--- config.mk ---
export PLATFORM = sky130hd
export DESIGN_NAME = cpu_irq_level_unit
export DESIGN_NICKNAME = d
export VERILOG_FILES = /design/src/rtl/lirq_pkg.sv /design/src/rtl/lirq_regs.sv /design/src/rtl/lirq_merge.sv /design/src/rtl/lirq_prio.sv /design/src/rtl/lirq_view.sv /design/src/rtl/cpu_irq_level_unit.sv
export SDC_FILE = /design/constraint.sdc
export NUM_CORES = 1
export LEC_CHECK = 0
export ABC_AREA = 0
export ABC_CLOCK_PERIOD_IN_PS = 1700
export CAP_MARGIN = 5
export CORE_MARGIN = 3
export CORE_UTILIZATION = 45
export CTS_CLUSTER_DIAMETER = 200
export DETAILED_ROUTE_END_ITERATION = 10
export DONT_BUFFER_PORTS = 1
export PLACE_DENSITY = 0.63
export SLEW_MARGIN = 20
export SYNTH_ARGS = -nofsm -noshare
export SYNTH_HDL_FRONTEND = slang
export SYNTH_SLANG_ARGS = --single-unit
--- constraint.sdc ---
create_clock -name clk -period 1.7 [get_ports clk]
set_input_delay 0.17 -clock clk [delete_from_list [all_inputs] [get_ports clk]]
set_output_delay 0.17 -clock clk [all_outputs]
set_load 0.03 [all_outputs]
--- src/rtl/lirq_pkg.sv ---
package lirq_pkg;
  typedef enum logic [1:0] {
    WIN_VIEW = 2'd0,
    WIN_CLR  = 2'd1,
    WIN_SET  = 2'd2,
    WIN_NONE = 2'd3
  } win_e;

  localparam int WIN_LSB = 2;
endpackage

--- src/rtl/lirq_regs.sv ---
module lirq_regs
  import lirq_pkg::*;
#(
  parameter int DATA_W  = 32,
  parameter int ADDR_W  = 4,
  parameter int SOFT_LO = 17,
  parameter int TMR_BIT = 14,
  parameter int TOP_BIT = 15
) (
  input  logic              clk,
  input  logic              rst,
  input  logic              wr_en,
  input  logic [ADDR_W-1:0] addr,
  input  logic [DATA_W-1:0] wr_data,
  input  logic              timer_in,
  input  logic              lvl15_in,
  output logic [DATA_W-1:0] state_q,
  output logic [DATA_W-1:0] state_d
);
  localparam logic [DATA_W-1:0] ONE       = DATA_W'(1);
  localparam logic [DATA_W-1:0] SOFT_MASK = ~((ONE << SOFT_LO) - ONE);

  win_e win;
  logic wr_set, wr_clr;
  logic [DATA_W-1:0] soft_q, soft_d;
  logic top_q, top_d, top_prev_q, tmr_q;

  assign win    = win_e'(addr[WIN_LSB +: 2]);
  assign wr_set = wr_en && (win == WIN_SET);
  assign wr_clr = wr_en && (win == WIN_CLR);

  always_comb begin
    soft_d = soft_q;
    if (wr_clr) soft_d = soft_d & ~(wr_data & SOFT_MASK);
    if (wr_set) soft_d = soft_d | (wr_data & SOFT_MASK);
    top_d = top_q;
    if (lvl15_in && !top_prev_q)                top_d = 1'b1;
    else if (!lvl15_in && top_prev_q)           top_d = 1'b0;
    else if (wr_clr && wr_data[TOP_BIT])        top_d = 1'b0;
  end

  always_ff @(posedge clk) begin
    if (rst) begin
      soft_q     <= '0;
      top_q      <= 1'b0;
      top_prev_q <= 1'b0;
      tmr_q      <= 1'b0;
    end else begin
      soft_q     <= soft_d;
      top_q      <= top_d;
      top_prev_q <= lvl15_in;
      tmr_q      <= timer_in;
    end
  end

  always_comb begin
    state_q          = soft_q;
    state_q[TOP_BIT] = top_q;
    state_q[TMR_BIT] = tmr_q;
    state_d          = soft_d;
    state_d[TOP_BIT] = top_d;
    state_d[TMR_BIT] = timer_in;
  end

  // set write lands in the soft field on the next cycle
  assert_set_lands_R2: assert property (@(posedge clk) disable iff (rst)
    (!$past(rst) && $past(wr_en) && $past(addr[WIN_LSB +: 2]) == 2'd2)
      |-> ((state_q & $past(wr_data) & SOFT_MASK) == ($past(wr_data) & SOFT_MASK)));

  // clear write leaves no selected soft bit standing
  assert_clear_soft_R3: assert property (@(posedge clk) disable iff (rst)
    (!$past(rst) && $past(wr_en) && $past(addr[WIN_LSB +: 2]) == 2'd1)
      |-> ((state_q & $past(wr_data) & SOFT_MASK) == '0));

  // timer bit tracks the input one edge late
  assert_timer_follow_R4: assert property (@(posedge clk) disable iff (rst)
    !$past(rst) |-> (state_q[TMR_BIT] == $past(timer_in)));

  // rising level-15 input always sets bit 15
  assert_top_rise_R5: assert property (@(posedge clk) disable iff (rst)
    (!$past(rst, 2) && !$past(rst) && $rose(lvl15_in)) |=> state_q[TOP_BIT]);
endmodule

--- src/rtl/lirq_merge.sv ---
module lirq_merge #(
  parameter int DATA_W  = 32,
  parameter int NUM_LVL = 16,
  parameter int SHIFT   = 16,
  parameter int TMR_BIT = 14,
  parameter int TOP_BIT = 15
) (
  input  logic               clk,
  input  logic               rst,
  input  logic [DATA_W-1:0]  state_d,
  input  logic               master_disable,
  input  logic               is_target,
  input  logic [NUM_LVL-1:0] hard_live,
  output logic [NUM_LVL-1:0] level_d,
  output logic [NUM_LVL-1:0] level_q
);
  logic [NUM_LVL-1:0] soft_lvl;

  for (genvar n = 0; n < NUM_LVL; n++) begin : g_lvl
    if (n == 0) begin : g_zero
      assign soft_lvl[n] = 1'b0;
      assign level_d[n]  = 1'b0;
    end else begin : g_real
      logic local_bit;
      if (n + SHIFT < DATA_W) begin : g_soft
        assign soft_lvl[n] = state_d[n + SHIFT];
      end else begin : g_nosoft
        assign soft_lvl[n] = 1'b0;
      end
      if (n == TMR_BIT || n == TOP_BIT) begin : g_loc
        assign local_bit = state_d[n];
      end else begin : g_noloc
        assign local_bit = 1'b0;
      end
      assign level_d[n] = soft_lvl[n]
                        | (!master_disable && local_bit)
                        | (!master_disable && is_target && hard_live[n]);
    end
  end

  always_ff @(posedge clk) begin
    if (rst) level_q <= '0;
    else     level_q <= level_d;
  end

  // under master disable only soft levels reach the lines
  assert_md_soft_only_R7: assert property (@(posedge clk) disable iff (rst)
    (!$past(rst) && $past(master_disable))
      |-> (level_q == NUM_LVL'({$past(state_d) >> SHIFT} & ~DATA_W'(1))));

  // level zero never driven
  assert_no_level0_R10: assert property (@(posedge clk) !level_q[0]);
endmodule

--- src/rtl/lirq_prio.sv ---
module lirq_prio #(
  parameter int NUM_LVL = 16,
  parameter int CODE_W  = $clog2(NUM_LVL)
) (
  input  logic               clk,
  input  logic               rst,
  input  logic [NUM_LVL-1:0] level_d,
  output logic [CODE_W-1:0]  code_q
);
  logic [CODE_W-1:0] code_d;

  always_comb begin
    code_d = '0;
    for (int i = 1; i < NUM_LVL; i++) begin
      if (level_d[i]) code_d = CODE_W'(i);
    end
  end

  always_ff @(posedge clk) begin
    if (rst) code_q <= '0;
    else     code_q <= code_d;
  end
endmodule

--- src/rtl/lirq_view.sv ---
module lirq_view
  import lirq_pkg::*;
#(
  parameter int DATA_W  = 32,
  parameter int ADDR_W  = 4,
  parameter int NUM_LVL = 16
) (
  input  logic               clk,
  input  logic               rst,
  input  logic               rd_en,
  input  logic [ADDR_W-1:0]  addr,
  input  logic [DATA_W-1:0]  state_q,
  input  logic               is_target,
  input  logic [NUM_LVL-1:0] hard_raw,
  output logic [DATA_W-1:0]  rd_data
);
  localparam logic [NUM_LVL-1:0] LVL_MASK = ~NUM_LVL'(1);

  win_e win;
  logic [DATA_W-1:0] view;

  assign win  = win_e'(addr[WIN_LSB +: 2]);
  assign view = state_q | (is_target ? DATA_W'(hard_raw & LVL_MASK) : '0);

  always_ff @(posedge clk) begin
    if (rst)        rd_data <= '0;
    else if (rd_en) rd_data <= (win == WIN_VIEW) ? view : '0;
  end

  // the unused words always return zero
  assert_empty_words_R1: assert property (@(posedge clk) disable iff (rst)
    (!$past(rst) && $past(rd_en) && $past(addr[WIN_LSB +: 2]) != 2'd0) |-> (rd_data == '0));

  // data holds between reads
  assert_rd_hold_R1: assert property (@(posedge clk) disable iff (rst)
    (!$past(rst) && !$past(rd_en)) |-> $stable(rd_data));
endmodule

--- src/rtl/cpu_irq_level_unit.sv ---
module cpu_irq_level_unit #(
  parameter int DATA_W  = 32,
  parameter int ADDR_W  = 4,
  parameter int NUM_LVL = 16,
  parameter int SHIFT   = 16,
  parameter int TMR_BIT = 14,
  parameter int TOP_BIT = 15,
  parameter int CODE_W  = $clog2(NUM_LVL)
) (
  input  logic               clk,
  input  logic               rst,
  input  logic               wr_en,
  input  logic               rd_en,
  input  logic [ADDR_W-1:0]  addr,
  input  logic [DATA_W-1:0]  wr_data,
  output logic [DATA_W-1:0]  rd_data,
  input  logic               timer_in,
  input  logic               lvl15_in,
  input  logic               master_disable,
  input  logic               is_target,
  input  logic [NUM_LVL-1:0] hard_live,
  input  logic [NUM_LVL-1:0] hard_raw,
  output logic [NUM_LVL-1:0] level_out,
  output logic [CODE_W-1:0]  irl_code
);
  localparam int SOFT_LO = SHIFT + 1;

  logic [DATA_W-1:0]  state_q, state_d;
  logic [NUM_LVL-1:0] level_d;

  lirq_regs #(
    .DATA_W(DATA_W), .ADDR_W(ADDR_W), .SOFT_LO(SOFT_LO),
    .TMR_BIT(TMR_BIT), .TOP_BIT(TOP_BIT)
  ) u_regs (
    .clk(clk), .rst(rst), .wr_en(wr_en), .addr(addr), .wr_data(wr_data),
    .timer_in(timer_in), .lvl15_in(lvl15_in),
    .state_q(state_q), .state_d(state_d)
  );

  lirq_merge #(
    .DATA_W(DATA_W), .NUM_LVL(NUM_LVL), .SHIFT(SHIFT),
    .TMR_BIT(TMR_BIT), .TOP_BIT(TOP_BIT)
  ) u_merge (
    .clk(clk), .rst(rst), .state_d(state_d), .master_disable(master_disable),
    .is_target(is_target), .hard_live(hard_live),
    .level_d(level_d), .level_q(level_out)
  );

  lirq_prio #(.NUM_LVL(NUM_LVL), .CODE_W(CODE_W)) u_prio (
    .clk(clk), .rst(rst), .level_d(level_d), .code_q(irl_code)
  );

  lirq_view #(.DATA_W(DATA_W), .ADDR_W(ADDR_W), .NUM_LVL(NUM_LVL)) u_view (
    .clk(clk), .rst(rst), .rd_en(rd_en), .addr(addr), .state_q(state_q),
    .is_target(is_target), .hard_raw(hard_raw), .rd_data(rd_data)
  );

  // code names a set line with nothing set above it
  assert_code_top_R11: assert property (@(posedge clk) disable iff (rst)
    (irl_code != '0) |-> (level_out[irl_code] && ((level_out >> irl_code) == NUM_LVL'(1))));

  // zero code means idle lines
  assert_code_idle_R11: assert property (@(posedge clk) disable iff (rst)
    (irl_code == '0) |-> (level_out == '0));

  // a reset edge leaves outputs cleared
  assert_reset_clear_R12: assert property (@(posedge clk)
    $past(rst) |-> (level_out == '0 && irl_code == '0 && rd_data == '0));
endmodule

; Word-level counts from Yosys, hierarchy flattened
; Cells that the tools add are included.
[totals]
wordCells = 80
register_bits = 87
in_bits = 76
out_inout_bits = 52
[classes]
eq_ne = 2
n_mux = 22
bitwise_logic = 21
n_reduce_logical = 27
[op_table]
columns = operator, count
row1 = two-way mux 32 bit, 3
row2 = OR 32 bit, 2
row3 = AND 32 bit, 1
row4 = two-way mux 4 bit, 8
row5 = NOT 32 bit, 1
row6 = logical AND 1 bit, 23
row7 = OR 1 bit, 17
row8 = two-way mux 16 bit, 1
row9 = two-way mux 3 bit, 4
row10 = two-way mux 1 bit, 4
row11 = two-way mux 2 bit, 2
row12 = logical NOT 1 bit, 3
row13 = equality test 2 x 1 -> 1 bit (second input constant), 1
row14 = equality test 2 bit (second input constant), 1
row15 = logical NOT 2 bit, 1

; Logic depth before layout (Yosys ltp)
; Gate-level depths: netlist of the first run.
[logic_depth]
ltp_word = 21
ltp_mapped = 8
ltp_nobuf = 6

; Hierarchy
; From an unflattened synthesis of the first run, not the netlist that was laid out.
[unflattened]
hier_cells = 347
area_unflattened_um2 = 3193.1
[by_module_without_submodules]
columns = mod, cells_per_inst, n_inst, seq_area_each_um2, area_per_inst_um2
row1 = lirq_view, 89, 1, 640.6, 1159.9
row2 = lirq_regs, 148, 1, 360.3, 1154.9
row3 = lirq_merge, 81, 1, 300.3, 645.6
row4 = lirq_prio, 29, 1, 80.1, 232.7

; Least setup slack after synthesis of the first run
; No wires, ideal clock.
[synth_path]
path_type = input-to-reg
from = in addr[2]
to = reg u_prio.code_q[0]
cell_stages = 8
arrival_time_ns = 1.564
path_buffers = 2
setup_slack_ns = 0.021
cell_sequence = buf_4 and3b_1 buf_6 a222oi_1 nand3_1 a31oi_1 o2111ai_1 a31o_1
[synth_via]
elab_chain_len = 21
word_cells_on_any_way = 44
cone_classes = eq/ne (2) / mux (20) / bitwise (18) / reduce/logical (4)
[synth_rtl]
columns = element, line_no
row1 = "start, declared", cpu_irq_level_unit.sv:14  ; input logic [ADDR_W-1:0] addr,
row2 = equality test 2 x 1 -> 1 bit, lirq_regs.sv:30  ; assign wr_clr = wr_en && (win == WIN_CLR);
row3 = logical AND 1 bit, lirq_regs.sv:30
row4 = two-way mux 32 bit, lirq_regs.sv:34  ; if (wr_clr) soft_d = soft_d & ~(wr_data & SOFT_MASK);
row5 = OR 32 bit, lirq_regs.sv:35  ; if (wr_set) soft_d = soft_d | (wr_data & SOFT_MASK);
row6 = two-way mux 32 bit, lirq_regs.sv:35
row7 = OR 1 bit, lirq_merge.sv:37  ; | (!master_disable && is_target && hard_live[n]);
row8 = two-way mux 1 bit, lirq_prio.sv:15  ; if (level_d[i]) code_d = CODE_W'(i);
row9 = two-way mux 2 bit (2 in series), lirq_prio.sv:15
row10 = two-way mux 3 bit (4 in series), lirq_prio.sv:15
row11 = two-way mux 4 bit (7 in series), lirq_prio.sv:15
row12 = two-way mux 4 bit *, lirq_prio.sv:15
row13 = "end signal, assigned", lirq_prio.sv:21  ; else code_q <= code_d;
row14 = "end, declared", lirq_prio.sv:8  ; output logic [CODE_W-1:0] code_q
; Every way passes the cells marked *; elsewhere a longest branch is shown, timed or not.
; A chain may end at the register's enable or synchronous reset.

; Worst setup path in the final report of the first run
[layout_path]
from = reg u_regs.soft_q[19]
to = reg u_prio.code_q[0]
[layout_via]
elab_chain_len = 18
[layout_rtl]
columns = element, line_no
row1 = "start, declared", lirq_regs.sv:25  ; logic [DATA_W-1:0] soft_q, soft_d;
row2 = "start signal, assigned", lirq_regs.sv:49  ; soft_q <= soft_d;
row3 = AND 32 bit, lirq_regs.sv:34
row4 = two-way mux 32 bit *, lirq_regs.sv:34
row5 = OR 32 bit, lirq_regs.sv:35
row6 = two-way mux 32 bit *, lirq_regs.sv:35
row7 = OR 1 bit *, lirq_merge.sv:37
row8 = two-way mux 2 bit *, lirq_prio.sv:15
row9 = two-way mux 3 bit * (4 in series), lirq_prio.sv:15
row10 = two-way mux 4 bit * (8 in series), lirq_prio.sv:15
; Marked as above.

==> tab_implementation.tex, run 1 <==
\begin{tabular}{lr}
\hline
Metric & Value \\
\hline
\multicolumn{2}{l}{\textbf{Outcome}} \\
Result of the run & finished, final reports clean \\
\multicolumn{2}{l}{\textbf{Flow run}} \\
Maximum Capacitance Violations & 0 \\
\multicolumn{2}{l}{\textbf{Place}} \\
GP Congestion & 0.748 \\
Number of instances in the placed design & 394 \\
Post-detail-place hpwl & 5180 um \\
Count of buffers from port buffering & 0 \\
\multicolumn{2}{l}{\textbf{Min path}} \\
Hold Path Class & input pin to register \\
Worst min-delay path startpoint & rst \\
\multicolumn{2}{l}{\textbf{Timing}} \\
Final critical-path required period & 1.57 ns \\
Count of final max-slew check failures & 0 \\
Unrepaired setup endpoints after global routing & no \\
Final setup violation count & 0 \\
Worst clock skew on the final layout & 0.00633 ns \\
Number of hold violations in the final report & 0 \\
Fraction of the cycle the final worst path needs & 0.925 \\
Highest Clock Rate & 636 MHz \\
\multicolumn{2}{l}{\textbf{Setup path}} \\
Max stage delay cell, worst path & dfxtp\_1 \\
Maximum cell stage delay along the critical path & 0.34 ns \\
Crit. End Element & register \\
Signal arrival time at the worst endpoint & 1.81 ns \\
Launching instance or port of the critical path & u\_regs.soft\_q[19] \\
Startpoint kind of the worst setup timing path & register \\
Type of the worst setup path & register to register \\
Required time of the critical path & 1.94 ns \\
Reg-to-Reg Start & u\_regs.soft\_q[19] \\
Cell Chain, Critical Path & and2\_1, a211oi\_4, nand3\_1, a31oi\_1, o2111ai\_1, a31o\_1 \\
Highest net fanout along the worst path & 4 \\
\multicolumn{2}{l}{\textbf{Clocking}} \\
Number of clock sinks & 67 \\
TritonCTS clock tree & yes \\
Number of buffers created by CTS & 9 \\
Clock insertion delay at the later pin of the skew report & 0.35 ns \\
Clock Path Buffers & 2 \\
Clock root buffer & clkbuf\_8 \\
CTS H-tree lvls & 3 \\
Clock transition time at the flip-flop clock pins of the worst setup and hold paths & 0.07 ns \\
\multicolumn{2}{l}{\textbf{Routing}} \\
Met2 routed WL & 3340 um \\
Detailed-routed wire length on met3 & 820 um \\
Number of DRC violations after detailed-routing iteration 0 & 252 \\
DRC violations left & 0 \\
1st-pass router iterations & 5 \\
Wire length the detailed router placed on met1 & 3300 um \\
Routed via count & 2,457 \\
Average routed wire per standard cell & 17.6 um \\
Antenna viol nets, final & 0 \\
Total wire length after detailed routing & 7590 um \\
Max Used Layer & met4 \\
Via count normalized by instance count & 5.71 \\
\multicolumn{2}{l}{\textbf{Floorplanning}} \\
Effective utilization at floorplan & 0.474 \\
Vertical die dimension & 85.7 um \\
Die area & 7340 um\^{}2 \\
Number of rows created at floorplan & 28 \\
Width of the die & 85.7 um \\
I/O Pins & 128 \\
Floorplan core area & 6030 um\^{}2 \\
\multicolumn{2}{l}{\textbf{Global routing}} \\
Grt total ovfl & 0 \\
Pin count of the biggest net entering global routing & 67 \\
Vias in the first global route & 2,199 \\
Wire length of the first global-routing pass & 11,800 um \\
Total Routing Usage GR & 0.206 \\
Number of antenna violations at the first check in global routing & 0 \\
\multicolumn{2}{l}{\textbf{Synth}} \\
Count of flip-flops with a built-in enable after synthesis & 0 \\
Most repeated cell in the gate-level netlist after synthesis & dfxtp\_1 \\
Fraction of registers with async set or reset after synthesis & 0 \\
Post-synthesis instance area & 2860 um\^{}2 \\
Cell count after synthesis & 333 \\
Largest area contributor in the synthesized netlist & dfxtp\_1 \\
Flip-flop cell with the highest count after synthesis & dfxtp\_1 \\
Distinct cell type count after synthesis & 46 \\
Most instantiated cells after synthesis & dfxtp\_1, nor2\_1, a21oi\_1 \\
Top cells by area, synth & dfxtp\_1, nor2b\_1, nor2\_1, a21oi\_1, a222oi\_1 \\
Yosys synthesis warning count & 0 \\
Mean area per synthesized cell & 8.57 um\^{}2 \\
Number of flip-flops and latches in the synthesized netlist & 67 \\
Sequential cell area fraction in the yosys report & 0.470 \\
Post-synth top area share & 0.470 \\
\multicolumn{2}{l}{\textbf{Finish}} \\
Area grow syn2layout & 17.3\% \\
Layout fillers & 596 \\
Fraction of layout cells with a size suffix above 1 & 0.113 \\
Non-filler cells, final & 430 \\
Number of antenna diodes & 0 \\
Final-stage net count & 426 \\
\multicolumn{2}{l}{\textbf{Pwr}} \\
P per Cell Area & 1090 nW/um\^{}2 \\
Standby leakage power & 1.33 nW \\
Largest vdd supply drop & 0.683 mV \\
PnR Total Power & 0.00364 W \\
\hline
\end{tabular}
[worst paths after layout]
check | endpoint | slack, ns | cells past startpoint
worst max-delay path | u_prio.code_q[0] | 0.13 | 6
worst min-delay path | u_prio.code_q[2] | 0.01 | 2
worst max register to register | u_prio.code_q[0] | 0.13 | 6
worst min register to register | u_view.rd_data[31] | 0.53 | 2
[routing by layer]
| metal | vias to the layer above | global-route usage |
|---|---|---|
| met5 | - | 0 |
| met4 | 0 | 0.0863 |
| met3 | 12 | 0.0826 |
| met2 | 101 | 0.289 |
| met1 | 1148 | 0.280 |
| li1 | 1196 | - |
[where the power goes]
| part | internal [W] | total (W) | switching [W] |
|---|---|---|---|
| clock | 0.000898 | 0.00150 | 0.000606 |
| combinational | 0.000182 | 0.000369 | 0.000186 |
| sequential | 0.00164 | 0.00177 | 0.000129 |
| total | 0.00272 | 0.00364 | 0.000921 |
[repair_timing]
item,4_1_cts,5_1_grt
setup buffers,0,1
hold buffers,19,0
gates resized for setup,0,1
setup endpoints to repair,0,2
hold endpoints to repair,66,0
[flip-flops by register name (all words and copies together) (netlist names)]
signal / cells
u_view.rd_data: 30
u_merge.level_q: 15
u_prio.code_q: 4
u_regs.top_prev_q: 1
u_regs.tmr_q: 1
u_regs.top_q: 1
u_regs.soft_q: 15
[cells in the final DEF (no fill, tap or decap), types with 2 or more instances in the layout]
master         count
a21boi_0           6
a221oi_1           2
a22oi_1            5
and3b_1            4
buf_4             11
a31o_2             3
nor2_1            55
nand3_1           12
clkbuf_8          11
nor3_1             2
or2_2              2
and3_1             2
dlygate4sd3_1     18
inv_1              5
and2_1             5
dfxtp_1           67
a222oi_1           6
a21oi_1           40
a31oi_1            7
o211ai_1           2
clkinv_2           3
bufinv_16          2
o21a_1             2
o2bb2ai_1          2
a21o_1             4
nand2_1           12
o21ai_0            7
nor2b_1           36
conb_1             3
[worst max-delay path: cells and delay by family, from the launching register on]
kind,cells,cell delay (ns)
DFF,1,0.34
AOI/OAI and AO/OA,4,0.84
and+or+nand+nor,2,0.28
[cell type report]
class | count | area [um^2] | area share
Clock buffer | 11 | 151 | 0.0452
Timing Repair Buffer | 30 | 290 | 0.0867
Multi-Input combinational cell | 237 | 1380 | 0.412
Tap cell | 75 | 93.8 | 0.0280
Sequential cell | 67 | 1340 | 0.400
Clock inverter | 5 | 75.1 | 0.0224
Inverter | 5 | 18.8 | 0.00560
[cell families (layout without fill, tap and decap cells)]
| family | count (synthesis) | in the layout | synth area share |
|---|---|---|---|
| simple gates | 136 | 136 | 0.245 |
| compound gates | 97 | 97 | 0.227 |
| flops | 67 | 67 | 0.470 |
| buf+inv | 31 | 51 | 0.0526 |
| fa+ha+maj | 1 | 1 | 0.00394 |
| other cells | 1 | 3 | 0.00131 |
[per-stage QoR]
stage	util	TNS, ns	worst slack (ns)	hold WS (ns)	cell area, um^2
after CTS	0.553	0	0.0920	0.00139	3330
after global placement	0.481	-0.00781	-0.00781	0.251	2900
after floorplan	-	0	0.0208	0.298	2860
after detailed placement	0.481	-0.00503	-0.00503	0.255	2900
final	0.556	0	0.128	0.0104	3350
after global routing	0.556	0	0.00490	0.0266	3350
Power figures use the tool's default switching activity.
==> run 2: changes to the inputs <==
--- a/config.mk
+++ b/config.mk
@@ -7,13 +7,15 @@
 export LEC_CHECK = 0
 export ABC_AREA = 0
 export ABC_CLOCK_PERIOD_IN_PS = 1700
+export BUFFER_PORTS_ARGS = -buffer_cell sky130_fd_sc_hd__buf_2
 export CAP_MARGIN = 5
 export CORE_MARGIN = 3
-export CORE_UTILIZATION = 45
+export CORE_UTILIZATION = 42
 export CTS_CLUSTER_DIAMETER = 200
 export DETAILED_ROUTE_END_ITERATION = 10
-export DONT_BUFFER_PORTS = 1
-export PLACE_DENSITY = 0.63
+export GPL_TIMING_DRIVEN = 0
+export HOLD_SLACK_MARGIN = 0.1
+export PLACE_DENSITY = 0.76
 export SLEW_MARGIN = 20
 export SYNTH_ARGS = -nofsm -noshare
 export SYNTH_HDL_FRONTEND = slang
==> run 2 against run 1 <==
  * Worst hold slack improved by 0.099 ns
  * Sequential cell count stayed put
  * Setup slack worse by 0.055 ns
  * Sequential power shrank 6%
  * Via count increased by 19%
  * First-iteration DRC count increased by 20%
  * Sequential share of layout area decreased by 5.3 points
  * Highest routed layer unchanged
  * Largest cell class unchanged
  * Global-route usage grew 1.3 points
  * Clock power is 16% lower
  * Clock skew shrank 0.0016 ns
  * Critical endpoint unchanged
  * Register-to-register slack got worse by 0.06 ns
==> tab_implementation.tex, run 2 (synthesized netlist as in run 1, its figures left out) <==
\begin{tabular}{lr}
\hline
Metric & Value \\
\hline
\multicolumn{2}{l}{\textbf{Routing}} \\
Antenna viol nets, final & 0 (unchanged) \\
DRC violations left & 0 (unchanged) \\
Number of DRC violations after detailed-routing iteration 0 & 302 (+20\%) \\
Routed via count & 2,917 (+19\%) \\
Average routed wire per standard cell & 15.5 um (-12\%) \\
1st-pass router iterations & 6 (+1) \\
Total wire length after detailed routing & 8520 um (+12\%) \\
Via count normalized by instance count & 5.32 (-6.8\%) \\
\multicolumn{2}{l}{\textbf{Floorplanning}} \\
Number of rows created at floorplan & 29 (+3.6\%) \\
Vertical die dimension & 88.5 um (+3.3\%) \\
Effective utilization at floorplan & 0.442 (-0.0318) \\
Floorplan core area & 6460 um\^{}2 (+7.2\%) \\
Width of the die & 88.5 um (+3.3\%) \\
I/O Pins & 128 (unchanged) \\
Die area & 7820 um\^{}2 (+6.6\%) \\
\multicolumn{2}{l}{\textbf{Finish}} \\
Commonest non-fill, non-tap cell in the layout & buf\_2 \\
Post-Route Utilization & 0.599 (+0.0431) \\
Number of antenna diodes & 0 (unchanged) \\
Non-filler cells, final & 548 (+27\%) \\
Highest-count cells in the layout ignoring fill and taps & buf\_2, dfxtp\_1, nor2\_1, a21oi\_1, nor2b\_1 \\
Final-stage net count & 542 (+27\%) \\
Register ranked first by flip-flop count & u\_view.rd\_data \\
Number of flip-flops in the largest register & 30 (unchanged) \\
Area grow syn2layout & 35.5\% \\
Registers with the highest flip-flop counts & u\_view.rd\_data x30, u\_merge.level\_q x15, u\_regs.soft\_q x15 \\
Fraction of layout cells with a size suffix above 1 & 0.312 (+0.199) \\
\multicolumn{2}{l}{\textbf{Pwr}} \\
Part of the total power dissipated in combinational logic & 0.177 (+0.076) \\
Switching power summed over all nets & 0.000983 W (+6.8\%) \\
PnR Total Power & 0.00356 W (-2.1\%) \\
P\_int & 0.00258 W (-5.1\%) \\
Clock share of power & 0.354 (-0.059) \\
Standby leakage power & 1.79 nW (+35\%) \\
Sequential Power Share & 0.469 (-0.016) \\
Largest vdd supply drop & 0.486 mV (-29\%) \\
P per Cell Area & 921 nW/um\^{}2 (-15\%) \\
Switching part of the total & 0.276 (+0.0230) \\
\multicolumn{2}{l}{\textbf{Setup path}} \\
Signal arrival time at the worst endpoint & 1.86 ns (+0.05 ns) \\
Reg-to-Reg Start & u\_regs.soft\_q[19] \\
Launching instance or port of the critical path & u\_regs.soft\_q[19] \\
Worst r2r dst & u\_prio.code\_q[0] \\
Required time of the critical path & 1.93 ns (about the same) \\
Minimum setup slack among reg-to-reg paths & 0.07 ns (-0.06 ns) \\
Type of the worst setup path & register to register \\
Worst r2r path cells & 6 (unchanged) \\
Startpoint kind of the worst setup timing path & register \\
Highest net fanout along the worst path & 4 (unchanged) \\
Crit. End Element & register \\
\multicolumn{2}{l}{\textbf{Min path}} \\
Worst min-delay path startpoint & hard\_live[12] \\
Hold Path Class & input pin to register \\
Worst hold endpoint & u\_merge.level\_q[12] \\
Hold Path Stages & 3 (+1) \\
\multicolumn{2}{l}{\textbf{Clocking}} \\
Clock insertion delay at the later pin of the skew report & 0.34 ns (about the same) \\
Clock root buffer & clkbuf\_8 \\
TritonCTS clock tree & yes \\
Clock Path Buffers & 2 (unchanged) \\
Number of clock sinks & 67 (unchanged) \\
Clock transition time at the flip-flop clock pins of the worst setup and hold paths & 0.07 ns (about the same) \\
Number of buffers created by CTS & 9 (unchanged) \\
CTS H-tree lvls & 3 (unchanged) \\
\multicolumn{2}{l}{\textbf{Place}} \\
Number of instances in the placed design & 514 (+30\%) \\
GP Congestion & 0.885 (+18\%) \\
Setup slack at placement & -0.309 ns (-0.304 ns) \\
Count of buffers from port buffering & 102 (+102) \\
Post-detail-place hpwl & 6220 um (+20\%) \\
\multicolumn{2}{l}{\textbf{Global routing}} \\
Number of antenna violations at the first check in global routing & 0 (unchanged) \\
Vias in the first global route & 2,731 (+24\%) \\
Wire length of the first global-routing pass & 13,200 um (+12\%) \\
Total Routing Usage GR & 0.219 (+0.0133) \\
Met3 layer usage reported by global route & 0.0391 (-0.0435) \\
Global routing met2 resource utilization & 0.351 (+0.0619) \\
Global routing usage on met1 & 0.284 (+0.00465) \\
Most Used Layer, Global Route & met2 \\
Grt total ovfl & 0 (unchanged) \\
Pin count of the biggest net entering global routing & 11 (-84\%) \\
\multicolumn{2}{l}{\textbf{Timing}} \\
Fraction of the cycle the final worst path needs & 0.957 (+0.0324) \\
Final setup violation count & 0 (unchanged) \\
Worst clock skew on the final layout & 0.00477 ns (-0.00156 ns) \\
Number of hold violations in the final report & 0 (unchanged) \\
Count of final max-slew check failures & 0 (unchanged) \\
Highest Clock Rate & 615 MHz (-3.4\%) \\
Headroom to the max-slew limit & 0.622 \\
Worst-margin pin slew & 0.564 ns \\
Final critical-path required period & 1.63 ns (+0.0551 ns) \\
Final worst setup slack & 0.0732 ns (-0.0551 ns) \\
Unrepaired setup endpoints after global routing & yes \\
\multicolumn{2}{l}{\textbf{Outcome}} \\
Result of the run & finished, final reports clean \\
\multicolumn{2}{l}{\textbf{Flow run}} \\
Maximum Capacitance Violations & 0 (unchanged) \\
\hline
\end{tabular}
==> run 2: changes by cell type in the layout (fill, tap and decap cells not counted), moves of 2 or more <==
cell           previous run  this run
clkbuf_1                  0        14
buf_2                     0       108
buf_4                    11         7
clkbuf_8                 11        13
clkinv_2                  3         1
bufinv_16                 2         0
dlygate4sd3_1            18        16
==> run 2: timing repair <==
action	4_1_cts	5_1_grt
gates resized for setup	1	7
hold buffers	16	0
endpoints found under the hold margin	16	0
pin swaps	0	3
endpoints found under the setup margin	1	2
buffers inserted	0	2
==> run 2: layer usage <==
layer	wire length, um	share of wire	vias up
met5	0	0	-
met4	261	0.031	0
met3	567	0.067	21
met2	4050	0.48	136
met1	3640	0.43	1337
li1	-	-	1423
==> run 2: worst max-delay path, stage by stage, from the launching register on <==
cell,delay [ns]
dfxtp_2,0.34
and2_1,0.16
a211oi_4,0.31
nand3_1,0.14
a31oi_2,0.18
o2111ai_1,0.15
a31o_1,0.25
==> run 2: metrics by stage <==
step	setup TNS, ns	hold WS (ns)	instance area, um^2
after floorplan	0	0.298	2860
after global placement	-1.89	0.395	3470
after detailed placement	-2.18	0.406	3470
after CTS	0	0.100	3820
after global routing	-0.0277	0.132	3870
final	0	0.110	3870
==> run 2: power groups by stage <==
stage	sequential [W]	combinational, W	clock, W
finish	0.00167	0.000629	0.00126
global route	0.00167	0.000678	0.00135
CTS	0.00167	0.000600	0.00128
detailed placement	0.00170	0.000568	0
global placement	0.00170	0.000561	0
floorplan	0.00179	0.000281	0
==> run 2: cell type report <==
| type | count | area, um^2 |
|---|---|---|
| repair buffers | 120 | 686 |
| clock buffers | 15 | 186 |
| well taps | 77 | 96.3 |
| clock inverters | 1 | 5.00 |
| fillers | 592 | 2590 |
| inverters | 5 | 18.8 |
| plain buffers | 26 | 133 |
| flip-flops and latches | 67 | 1340 |
| multi-input cells | 237 | 1400 |
==> run 2: worst max-delay path by stage <==
stage | to | cells after the start
after floorplan | u_prio.code_q[0] | 8
after global placement | u_prio.code_q[0] | 8
after detailed placement | u_prio.code_q[1] | 8
after CTS | u_prio.code_q[1] | 8
after global routing | u_prio.code_q[0] | 6
final | u_prio.code_q[0] | 6
